File: src/rtl/mw_pkg.sv
package mw_pkg;
  // phases of one serial transfer
  typedef enum logic [2:0] {
    PH_IDLE, PH_SEL, PH_CLO, PH_CHI, PH_DLO, PH_DHI, PH_TAIL, PH_GAP
  } mw_phase_e;

  // read command with the leading start bit folded in
  localparam logic [2:0] RD_OP = 3'b110;

  typedef enum logic [1:0] {
    SQ_IDLE, SQ_PROBE, SQ_MAIN, SQ_RESP
  } mw_seq_e;
endpackage

File: src/rtl/mw_phase_timer.sv
module mw_phase_timer #(
  parameter int PHASE_CLKS = 4
) (
  input  logic clk,
  input  logic rst_n,
  input  logic run,
  output logic expire
);
  localparam int CW = $clog2(PHASE_CLKS + 1);
  localparam logic [CW-1:0] LAST = CW'(PHASE_CLKS - 1);

  logic [CW-1:0] cnt;

  assign expire = run && (cnt == LAST);

  always_ff @(posedge clk or negedge rst_n) begin
    if (!rst_n)      cnt <= '0;
    else if (!run)   cnt <= '0;
    else if (expire) cnt <= '0;
    else             cnt <= cnt + 1'b1;
  end
endmodule

File: src/rtl/mw_bit_engine.sv
module mw_bit_engine
  import mw_pkg::*;
#(
  parameter int ADDR_MAX   = 8,
  parameter int ADDR_MIN   = 6,
  parameter int DATA_W     = 16,
  parameter int PHASE_CLKS = 4
) (
  input  logic                clk,
  input  logic                rst_n,
  input  logic                start,
  input  logic                wide,
  input  logic [ADDR_MAX-1:0] addr,
  output logic                eng_busy,
  output logic                done,
  output logic [DATA_W-1:0]   rdata,
  output logic                mem_cs,
  output logic                mem_clk,
  output logic                mem_mosi,
  input  logic                mem_miso
);
  localparam int CMD_W  = 3 + ADDR_MAX;
  localparam int NAR_W  = 3 + ADDR_MIN;
  localparam int MAXB   = (CMD_W > DATA_W) ? CMD_W : DATA_W;
  localparam int CNT_W  = $clog2(MAXB + 1);
  localparam int PAD_W  = ADDR_MAX - ADDR_MIN;

  mw_phase_e          state;
  logic [CMD_W-1:0]   cmd_sr;
  logic [CNT_W-1:0]   bits_left;
  logic [DATA_W-1:0]  data_sr;
  logic               expire;

  mw_phase_timer #(.PHASE_CLKS(PHASE_CLKS)) u_timer (
    .clk    (clk),
    .rst_n  (rst_n),
    .run    (state != PH_IDLE),
    .expire (expire)
  );

  logic [CMD_W-1:0] cmd_load;
  generate
    if (PAD_W > 0) begin : g_pad
      assign cmd_load = wide ? {RD_OP, addr}
                             : {RD_OP, addr[ADDR_MIN-1:0], {PAD_W{1'b0}}};
    end else begin : g_nopad
      assign cmd_load = {RD_OP, addr};
    end
  endgenerate

  always_ff @(posedge clk or negedge rst_n) begin
    if (!rst_n) begin
      state     <= PH_IDLE;
      cmd_sr    <= '0;
      bits_left <= '0;
      data_sr   <= '0;
      done      <= 1'b0;
    end else begin
      done <= 1'b0;
      unique case (state)
        PH_IDLE: if (start) begin
          cmd_sr    <= cmd_load;
          bits_left <= wide ? CNT_W'(CMD_W) : CNT_W'(NAR_W);
          state     <= PH_SEL;
        end
        PH_SEL: if (expire) state <= PH_CLO;
        PH_CLO: if (expire) state <= PH_CHI;
        PH_CHI: if (expire) begin
          cmd_sr <= cmd_sr << 1;
          if (bits_left == CNT_W'(1)) begin
            bits_left <= CNT_W'(DATA_W);
            state     <= PH_DLO;
          end else begin
            bits_left <= bits_left - 1'b1;
            state     <= PH_CLO;
          end
        end
        PH_DLO: if (expire) state <= PH_DHI;
        PH_DHI: if (expire) begin
          data_sr <= {data_sr[DATA_W-2:0], mem_miso};
          if (bits_left == CNT_W'(1)) begin
            state <= PH_TAIL;
          end else begin
            bits_left <= bits_left - 1'b1;
            state     <= PH_DLO;
          end
        end
        PH_TAIL: if (expire) state <= PH_GAP;
        PH_GAP: if (expire) begin
          state <= PH_IDLE;
          done  <= 1'b1;
        end
        default: state <= PH_IDLE;
      endcase
    end
  end

  assign eng_busy = (state != PH_IDLE);
  assign mem_cs   = (state != PH_IDLE) && (state != PH_GAP);
  assign mem_clk  = (state == PH_CHI) || (state == PH_DHI);
  assign mem_mosi = ((state == PH_CLO) || (state == PH_CHI)) && cmd_sr[CMD_W-1];
  assign rdata    = data_sr;

  // data line steady through a clock high phase
  a_r4_mosi_steady: assert property (@(posedge clk) disable iff (!rst_n)
    (mem_clk && $past(mem_clk)) |-> $stable(mem_mosi));

  // select rises with the clock low
  a_r3_cs_rise_clk_low: assert property (@(posedge clk) disable iff (!rst_n)
    $rose(mem_cs) |-> !mem_clk);

  // select falls only after a low clock cycle
  a_r3_cs_fall_clk_low: assert property (@(posedge clk) disable iff (!rst_n)
    $fell(mem_cs) |-> (!mem_clk && !$past(mem_clk)));
endmodule

File: src/rtl/mw_sequencer.sv
module mw_sequencer
  import mw_pkg::*;
#(
  parameter int              ADDR_MAX  = 8,
  parameter int              DATA_W    = 16,
  parameter logic [DATA_W-1:0] SIGNATURE = 16'h8129
) (
  input  logic                clk,
  input  logic                rst_n,
  input  logic                req_valid,
  output logic                req_ready,
  input  logic [ADDR_MAX-1:0] req_addr,
  input  logic                req_wide,
  input  logic                req_auto,
  output logic                rsp_valid,
  input  logic                rsp_ready,
  output logic [DATA_W-1:0]   rsp_data,
  output logic                rsp_wide,
  output logic                busy,
  output logic                eng_start,
  output logic                eng_wide,
  output logic [ADDR_MAX-1:0] eng_addr,
  input  logic                eng_busy,
  input  logic                eng_done,
  input  logic [DATA_W-1:0]   eng_rdata
);
  mw_seq_e             st;
  logic [ADDR_MAX-1:0] addr_q;

  always_ff @(posedge clk or negedge rst_n) begin
    if (!rst_n) begin
      st        <= SQ_IDLE;
      addr_q    <= '0;
      eng_start <= 1'b0;
      eng_wide  <= 1'b0;
      eng_addr  <= '0;
      rsp_data  <= '0;
      rsp_wide  <= 1'b0;
    end else begin
      eng_start <= 1'b0;
      unique case (st)
        SQ_IDLE: if (req_valid) begin
          addr_q    <= req_addr;
          eng_start <= 1'b1;
          if (req_auto) begin
            eng_wide <= 1'b1;
            eng_addr <= '0;
            st       <= SQ_PROBE;
          end else begin
            eng_wide <= req_wide;
            eng_addr <= req_addr;
            st       <= SQ_MAIN;
          end
        end
        SQ_PROBE: if (eng_done) begin
          eng_wide  <= (eng_rdata == SIGNATURE);
          eng_addr  <= addr_q;
          eng_start <= 1'b1;
          st        <= SQ_MAIN;
        end
        SQ_MAIN: if (eng_done) begin
          rsp_data <= eng_rdata;
          rsp_wide <= eng_wide;
          st       <= SQ_RESP;
        end
        SQ_RESP: if (rsp_ready) st <= SQ_IDLE;
        default: st <= SQ_IDLE;
      endcase
    end
  end

  assign req_ready = (st == SQ_IDLE);
  assign rsp_valid = (st == SQ_RESP);
  assign busy      = (st == SQ_PROBE) || (st == SQ_MAIN);

  // a stalled response holds its value
  a_r7_rsp_hold: assert property (@(posedge clk) disable iff (!rst_n)
    (rsp_valid && !rsp_ready) |=> (rsp_valid && $stable(rsp_data) && $stable(rsp_wide)));

  // a transfer is launched only into an idle engine
  a_r8_start_idle: assert property (@(posedge clk) disable iff (!rst_n)
    eng_start |-> !eng_busy);
endmodule

File: src/rtl/mw_eeprom_reader.sv
module mw_eeprom_reader #(
  parameter int                PHASE_CLKS = 4,
  parameter int                ADDR_MAX   = 8,
  parameter int                ADDR_MIN   = 6,
  parameter int                DATA_W     = 16,
  parameter logic [DATA_W-1:0] SIGNATURE  = 16'h8129
) (
  input  logic                clk,
  input  logic                rst_n,
  input  logic                req_valid,
  output logic                req_ready,
  input  logic [ADDR_MAX-1:0] req_addr,
  input  logic                req_wide,
  input  logic                req_auto,
  output logic                rsp_valid,
  input  logic                rsp_ready,
  output logic [DATA_W-1:0]   rsp_data,
  output logic                rsp_wide,
  output logic                busy,
  output logic                mem_cs,
  output logic                mem_clk,
  output logic                mem_mosi,
  input  logic                mem_miso
);
  logic                eng_start;
  logic                eng_wide;
  logic [ADDR_MAX-1:0] eng_addr;
  logic                eng_busy;
  logic                eng_done;
  logic [DATA_W-1:0]   eng_rdata;

  mw_sequencer #(
    .ADDR_MAX  (ADDR_MAX),
    .DATA_W    (DATA_W),
    .SIGNATURE (SIGNATURE)
  ) u_seq (
    .clk       (clk),
    .rst_n     (rst_n),
    .req_valid (req_valid),
    .req_ready (req_ready),
    .req_addr  (req_addr),
    .req_wide  (req_wide),
    .req_auto  (req_auto),
    .rsp_valid (rsp_valid),
    .rsp_ready (rsp_ready),
    .rsp_data  (rsp_data),
    .rsp_wide  (rsp_wide),
    .busy      (busy),
    .eng_start (eng_start),
    .eng_wide  (eng_wide),
    .eng_addr  (eng_addr),
    .eng_busy  (eng_busy),
    .eng_done  (eng_done),
    .eng_rdata (eng_rdata)
  );

  mw_bit_engine #(
    .ADDR_MAX   (ADDR_MAX),
    .ADDR_MIN   (ADDR_MIN),
    .DATA_W     (DATA_W),
    .PHASE_CLKS (PHASE_CLKS)
  ) u_eng (
    .clk      (clk),
    .rst_n    (rst_n),
    .start    (eng_start),
    .wide     (eng_wide),
    .addr     (eng_addr),
    .eng_busy (eng_busy),
    .done     (eng_done),
    .rdata    (eng_rdata),
    .mem_cs   (mem_cs),
    .mem_clk  (mem_clk),
    .mem_mosi (mem_mosi),
    .mem_miso (mem_miso)
  );

  // memory deselected whenever the block is not busy
  a_r8_idle_cs_low: assert property (@(posedge clk) disable iff (!rst_n)
    !busy |-> !mem_cs);

  // busy and a pending response exclude each other
  a_r8_busy_vs_rsp: assert property (@(posedge clk) disable iff (!rst_n)
    rsp_valid |-> !busy);
endmodule

File: config.mk
export PLATFORM = sky130hd
export DESIGN_NAME = mw_eeprom_reader
export DESIGN_NICKNAME = d
export VERILOG_FILES = /design/src/rtl/mw_pkg.sv /design/src/rtl/mw_phase_timer.sv /design/src/rtl/mw_bit_engine.sv /design/src/rtl/mw_sequencer.sv /design/src/rtl/mw_eeprom_reader.sv
export SDC_FILE = /design/constraint.sdc
export NUM_CORES = 1
export LEC_CHECK = 0
export BUFFER_PORTS_ARGS = -buffer_cell sky130_fd_sc_hd__buf_2
export CAP_MARGIN = 5
export CORE_ASPECT_RATIO = 2
export CORE_MARGIN = 2
export CORE_UTILIZATION = 38
export DETAILED_ROUTE_END_ITERATION = 12
export GPL_TIMING_DRIVEN = 1
export SLEW_MARGIN = 0
export SYNTH_ARGS = -nofsm -noshare
export SYNTH_HDL_FRONTEND = slang
export SYNTH_SLANG_ARGS = --single-unit
File: constraint.sdc
create_clock -name clk -period 1.7 [get_ports clk]
set_input_delay 0.255 -clock clk [delete_from_list [all_inputs] [get_ports clk]]
set_output_delay 0.255 -clock clk [all_outputs]
set_load 0.02 [all_outputs]
Word-level counts from Yosys, hierarchy flattened
Cells that the tools add are included.
{"block": "totals", "ff_bits": 76, "inputBits": 15, "output_inout_bits": 23, "wordCells": 105}
{"block": "classes", "mux": 43, "n_eq_ne": 27, "n_addsub": 2, "n_reduce_logical": 20}
{"cell": "two-way mux 3 bit", "count": 11}
{"cell": "two-way mux 8 bit", "count": 4}
{"cell": "two-way mux 5 bit", "count": 5}
{"cell": "case mux 3 bit (8 select lines)", "count": 1}
{"cell": "two-way mux 11 bit", "count": 2}
{"cell": "case mux 11 bit (2 select lines)", "count": 1}
{"cell": "!= test 2 x 1 -> 1 bit (second input constant)", "count": 10}
{"cell": "== test 16 bit (second input constant)", "count": 1}
{"cell": "case mux 8 bit (2 select lines)", "count": 1}
{"cell": "case mux 5 bit (3 select lines)", "count": 1}
{"cell": "two-way mux 2 bit", "count": 7}
{"cell": "== test 3 bit (second input constant)", "count": 4}
{"cell": "== test 3 x 2 -> 1 bit (second input constant)", "count": 3}
{"cell": "case mux 2 bit (4 select lines)", "count": 1}
{"cell": "AND reduction 8 bit", "count": 1}
{"cell": "two-way mux 1 bit", "count": 7}
{"cell": "!= test 2 bit (second input constant)", "count": 3}
{"cell": "AND reduction 2 bit", "count": 3}
{"cell": "AND reduction 3 bit", "count": 2}
{"cell": "nonzero test 3 bit", "count": 2}
{"cell": "== test 5 x 1 -> 1 bit (second input constant)", "count": 1}
{"cell": "AND reduction 5 bit", "count": 1}
{"cell": "subtractor 5 x 1 -> 5 bit (second input constant)", "count": 1}
{"cell": "== test 2 bit (second input constant)", "count": 2}
{"cell": "other kinds (11)", "count": 17}

Depth between registers and ports, before layout
{"block": "depth", "word_depth": 4, "ltp_mapped": 7, "ltp_nobuf": 6}

By module
A second synthesis with hierarchy kept.
{"block": "unflattened", "hier_cells": 302, "hier_area_um2": 3616.0}
{"mod": "mw_bit_engine", "n_inst": 1, "cells_per_inst": 163, "area_per_inst_um2": 1820.5, "seq_area_each_um2": 900.9}
{"mod": "mw_sequencer", "n_inst": 1, "cells_per_inst": 128, "area_per_inst_um2": 1660.3, "seq_area_each_um2": 925.9}
{"mod": "mw_phase_timer", "n_inst": 1, "cells_per_inst": 11, "area_per_inst_um2": 135.1, "seq_area_each_um2": 75.1}

Least setup slack after synthesis
Ideal clock, no wire load.
{"block": "synth_timing", "path_type": "register -> register", "startpoint": "register u_seq.st[0]", "endpoint": "register u_seq.eng_wide", "setup_time_ns": 0.141, "required_time_ns": 1.559, "period_less_slack_ns": 1.729, "setup_slack_ns": -0.029, "path_buffers": 1, "arrival_time_ns": 1.588, "stages_incl_launch_ff": 7, "cell_sequence": "dfrtp_1 inv_1 ha_1 nand2b_1 a21boi_2 clkbuf_1 a31oi_1"}
{"block": "synth_via", "elab_chain_len": 3, "elab_cells_between_ends": 7, "classes_between": "eq/ne (3); mux (1); reduce/logical (3)"}
{"element": "start: declaration", "line_no": "mw_sequencer.sv:27", "rtl": "mw_seq_e st;"}
{"element": "start signal: assignment", "line_no": "mw_sequencer.sv:32", "rtl": "st <= SQ_IDLE;"}
{"element": "start signal: assignment", "line_no": "mw_sequencer.sv:48", "rtl": "st <= SQ_PROBE;"}
{"element": "start signal: assignment", "line_no": "mw_sequencer.sv:52", "rtl": "st <= SQ_MAIN;"}
{"element": "logical NOT 2 bit (*)"}
{"element": "named net req_ready", "line_no": "mw_eeprom_reader.sv:11", "rtl": "output logic req_ready,"}
{"element": "!= test 2 bit (no line) or nonzero test 2 bit (tied branches)"}
{"element": "AND reduction 3 bit (no line)"}
{"element": "end signal: assignment", "line_no": "mw_sequencer.sv:50", "rtl": "eng_wide <= req_wide;"}
{"element": "end signal: assignment", "line_no": "mw_sequencer.sv:56", "rtl": "eng_wide <= (eng_rdata == SIGNATURE);"}
{"element": "end: declaration", "line_no": "mw_sequencer.sv:21", "rtl": "output logic eng_wide,"}
The timed path passes the listed nets; every way through them passes the cells marked *.
A chain may end at the register's enable or synchronous reset.

Worst setup path in the final report
{"block": "layout_timing", "startpoint": "register u_eng.state[1]", "endpoint": "register u_eng.bits_left[3]"}
{"block": "layout_via", "elab_chain_len": 4, "elab_cells_between_ends": 12, "classes_between": "eq/ne (6); mux (1); reduce/logical (5)"}
{"element": "start: declaration", "line_no": "mw_bit_engine.sv:28", "rtl": "mw_phase_e state;"}
{"element": "start signal: assignment", "line_no": "mw_bit_engine.sv:53", "rtl": "state <= PH_IDLE;"}
{"element": "start signal: assignment", "line_no": "mw_bit_engine.sv:64", "rtl": "state <= PH_SEL;"}
{"element": "start signal: assignment", "line_no": "mw_bit_engine.sv:66", "rtl": "PH_SEL: if (expire) state <= PH_CLO;"}
{"element": "nonzero test 3 bit", "line_no": "mw_bit_engine.sv:37", "rtl": ".run (state != PH_IDLE),"}
{"element": "logical AND 1 bit", "line_no": "mw_phase_timer.sv:14", "rtl": "assign expire = run && (cnt == LAST);"}
{"element": "!= test 2 x 1 -> 1 bit (no line)"}
{"element": "AND reduction 5 bit (no line)"}
{"element": "end signal: assignment", "line_no": "mw_bit_engine.sv:63", "rtl": "bits_left <= wide ? CNT_W'(CMD_W) : CNT_W'(NAR_W);"}
{"element": "end signal: assignment", "line_no": "mw_bit_engine.sv:71", "rtl": "bits_left <= CNT_W'(DATA_W);"}
{"element": "end signal: assignment", "line_no": "mw_bit_engine.sv:74", "rtl": "bits_left <= bits_left - 1'b1;"}
{"element": "end: declaration", "line_no": "mw_bit_engine.sv:30", "rtl": "logic [CNT_W-1:0] bits_left;"}
Several ways; a longest one is shown, not always the timed one.

==> results.toml <==
[finish]
fillers = 828
ff_latch_area_um2 = 1910
nets = 418
areaGrowthSynthToFinish_pct = 25.1
fin_util_pct = 49.0
layout-drive-gt1-share_pct = 30.1
diodes = 0
stdcell_count = 501
multi_input_area_um2 = 1560
final_area_um2 = 4380

[power]
p_seq_share_pct = 47.6
ir_drop_uv = 656
p_leak_nw = 2.23
comb_power_share_pct = 2.7
netSwitchingPower_uw = 741
power_density_nw_per_um2 = 880
internal_power_mw = 3.12
p_total_mw = 3.86
pwr-share-clk_pct = 49.6
switching_share_pct = 19.2

[sta]
period_share_pct = 100
fin_skew_ns = 0.00411
rsz0062_at_grt = "yes"
finalHoldViolCount = 0
setup_viol = 0
max_slew_margin_pct = 67.5
whs_ns = 0.123
period_minus_slack_ns = 1.70
drv_slew = 0
max_freq_ghz = 0.588
tightestPinTransition_ns = 0.488

[die]
initial_utilization_pct = 39.2
die_y_um = 140
row_count = 49
die_area_um2 = 10100
pin_count = 38
die_w_um = 71.9
core_area_um2 = 8950

[drt]
num_vias = 2594
drt-total-wl_um = 7260
drc = 0
drt_iter0_drc = 114
first_pass_iters = 4
vias_per_cell = 5.18
ant_nets = 0
wl_per_cell_um = 14.5

[logic_synthesis]
synthSimpleGateAreaFrac_pct = 18.2
ys_async_sr_fraction_pct = 100
synth-xor-area-share_pct = 0.464
yosysSeqAreaShare_pct = 54.3
ys_top_cells_by_count = "dfrtp_1, nand2_1, mux2_2"
synth_edf_count = 0
yosys.area_share.adder_pct = 2.86
synth_flop_cell = "dfrtp_1"
synth_compound_area_share_pct = 10.6
synthMuxAreaShare_pct = 10.9
yosysTopAreaCellShare_pct = 54.3
synth_area_leaders = "dfrtp_1, mux2_2, nand2_1"
ys_types = 52
synthesis.instances = 331
syn_nets = 354
netlist_area_um2 = 3500
synth_top_family_by_area = "simple AND/OR/NAND/NOR gates"
yosysMostFrequentCell = "dfrtp_1"
synth.avg_cell_area_um2 = 10.6
ys_ff_latch = 76
yosysTopAreaCell = "dfrtp_1"
ys_warn_count = 0

[worst_setup_path]
cp.required_ns = 1.91
crit_path_max_fanout = 6
start_kind = "flop"
critPathCaptureType = "flop"
worstSetupPathType = "reg2reg"
crit_arrival_ns = 1.91

[place]
dp_hpwl_um = 5100
place_area_um2 = 3930
place_congestion = 0.823
io_buffers = 37
dpl.cell_count = 476

[cts]
cts.sinks = 76
cts_buffers = 9
clk_latency_ns = 0.32
cts-root-buf = "clkbuf_16"
cts_tree = "done"
clockBufferDepth = 2
clk_pin_slew_ns = 0.06
cts_htree_levels = 3

[outcome]
status = "finished clean"

[grt]
busiest_layer = "met2"
grt_pass1_vias = 2619
grt_max_degree = 42
grt_first_pass_wirelength_um = 12400
antenna_found_initial = 0
overflow = 0
grt_use_total_pct = 15.9
grtUsageMet1_pct = 18.1
grt_use_met3_pct = 3.62
met2_usage_pct = 27.3

[flow_run]
drv_cap = 0

[min_path]
hold_path.class = "in2reg"
==> path summary, 6_finish.rpt <==
check / end / start / cells after the start / slack (ns)
max in group asynchronous: u_eng.state[2] / rst_n / 3 / 0.75
min in group asynchronous: u_eng.rdata[2] / rst_n / 2 / 0.40
setup / recovery: u_eng.bits_left[3] / u_eng.state[1] / 5 / 0.0004
hold reg to reg: u_eng.u_timer.cnt[0] / u_eng.u_timer.cnt[0] / 1 / 0.44
setup reg to reg: u_eng.bits_left[3] / u_eng.state[1] / 5 / 0.0004
hold / removal: u_eng.rdata[0] / mem_miso / 3 / 0.12
==> repair_timing <==
item	4_1_cts	5_1_grt
cloned	0	0
hold endpoints to repair	25	0
hold buffers	1	0
buffers inserted	5	4
resized for setup	6	13
setup endpoints to repair	4	7
pin swaps	2	4
==> stage by stage <==
step	setup WS, ns	TNS, ns
floorplan	0.0257	0
global placement	0.0200	0
detailed placement	-0.0165	-0.0241
CTS	-0.0119	-0.0119
global route	-0.0434	-0.0688
finish	0.000379	0
==> cell usage in the layout (no fill, tap or decap), types with 3 or more instances in the layout <==
cell and count:
a21oi_1 12, a22oi_1 7, and3_1 3, buf_12 3, buf_2 35, buf_4 22
buf_6 4, clkbuf_16 9, clkbuf_8 3, dfrtp_1 73, dfrtp_2 3, ha_1 7
inv_1 8, mux2_2 25, mux2i_1 9, nand2_1 73, nand3_1 5, nor2_1 20
nor2b_1 3, nor3_1 3, nor3b_1 3, o21ai_0 18, o21ai_1 6
==> registers in the layout, summed over array words and instances (netlist names) <==
signal	count
u_eng.rdata	16
u_seq.rsp_data	16
u_eng.cmd_sr	11
u_seq.addr_q	8
u_seq.eng_addr	8
u_eng.bits_left	5
u_eng.state	3
u_eng.u_timer.cnt	3
u_seq.st	2
u_eng.done	1
u_seq.eng_start	1
u_seq.eng_wide	1
u_seq.rsp_wide	1
==> cell type report <==
| type | count | share of cell area, % |
|---|---|---|
| Clock buffer | 14 | 6.25 |
| Clock inverter | 1 | 0.685 |
| Inverter | 9 | 0.771 |
| Multi-Input combinational cell | 234 | 35.5 |
| Sequential cell | 76 | 43.5 |
| Tap cell | 102 | 2.91 |
| Timing Repair Buffer | 65 | 10.4 |
==> worst max-delay path, stage by stage, from the launching register on <==
cell,delay [ns]
dfrtp_2,0.46
buf_6,0.14
xnor2_2,0.14
a311o_1,0.34
or3_1,0.37
o221a_2,0.13
==> power by group through the flow <==
stage	combinational (mW)	sequential [mW]	clock, mW
after floorplan	0.0322	1.87	0
after global placement	0.104	1.87	0
after detailed placement	0.106	1.87	0
after CTS	0.108	1.84	1.97
after global routing	0.124	1.84	2.06
final	0.106	1.84	1.92
==> metal layers <==
layer | vias to the layer above | wire (um)
met4 | 0 | 159
met1 | 1277 | 2950
met5 | - | 0
met2 | 42 | 3950
met3 | 9 | 202
li1 | 1266 | -
==> cells by family after synthesis <==
| kind of cell | after synthesis |
|---|---|
| fa+ha+maj | 8 |
| flops | 76 |
| xor+xnor | 1 |
| mux | 35 |
| buf+inv | 21 |
| simple gates | 132 |
| compound gates | 58 |
Power figures use the tool's default switching activity.
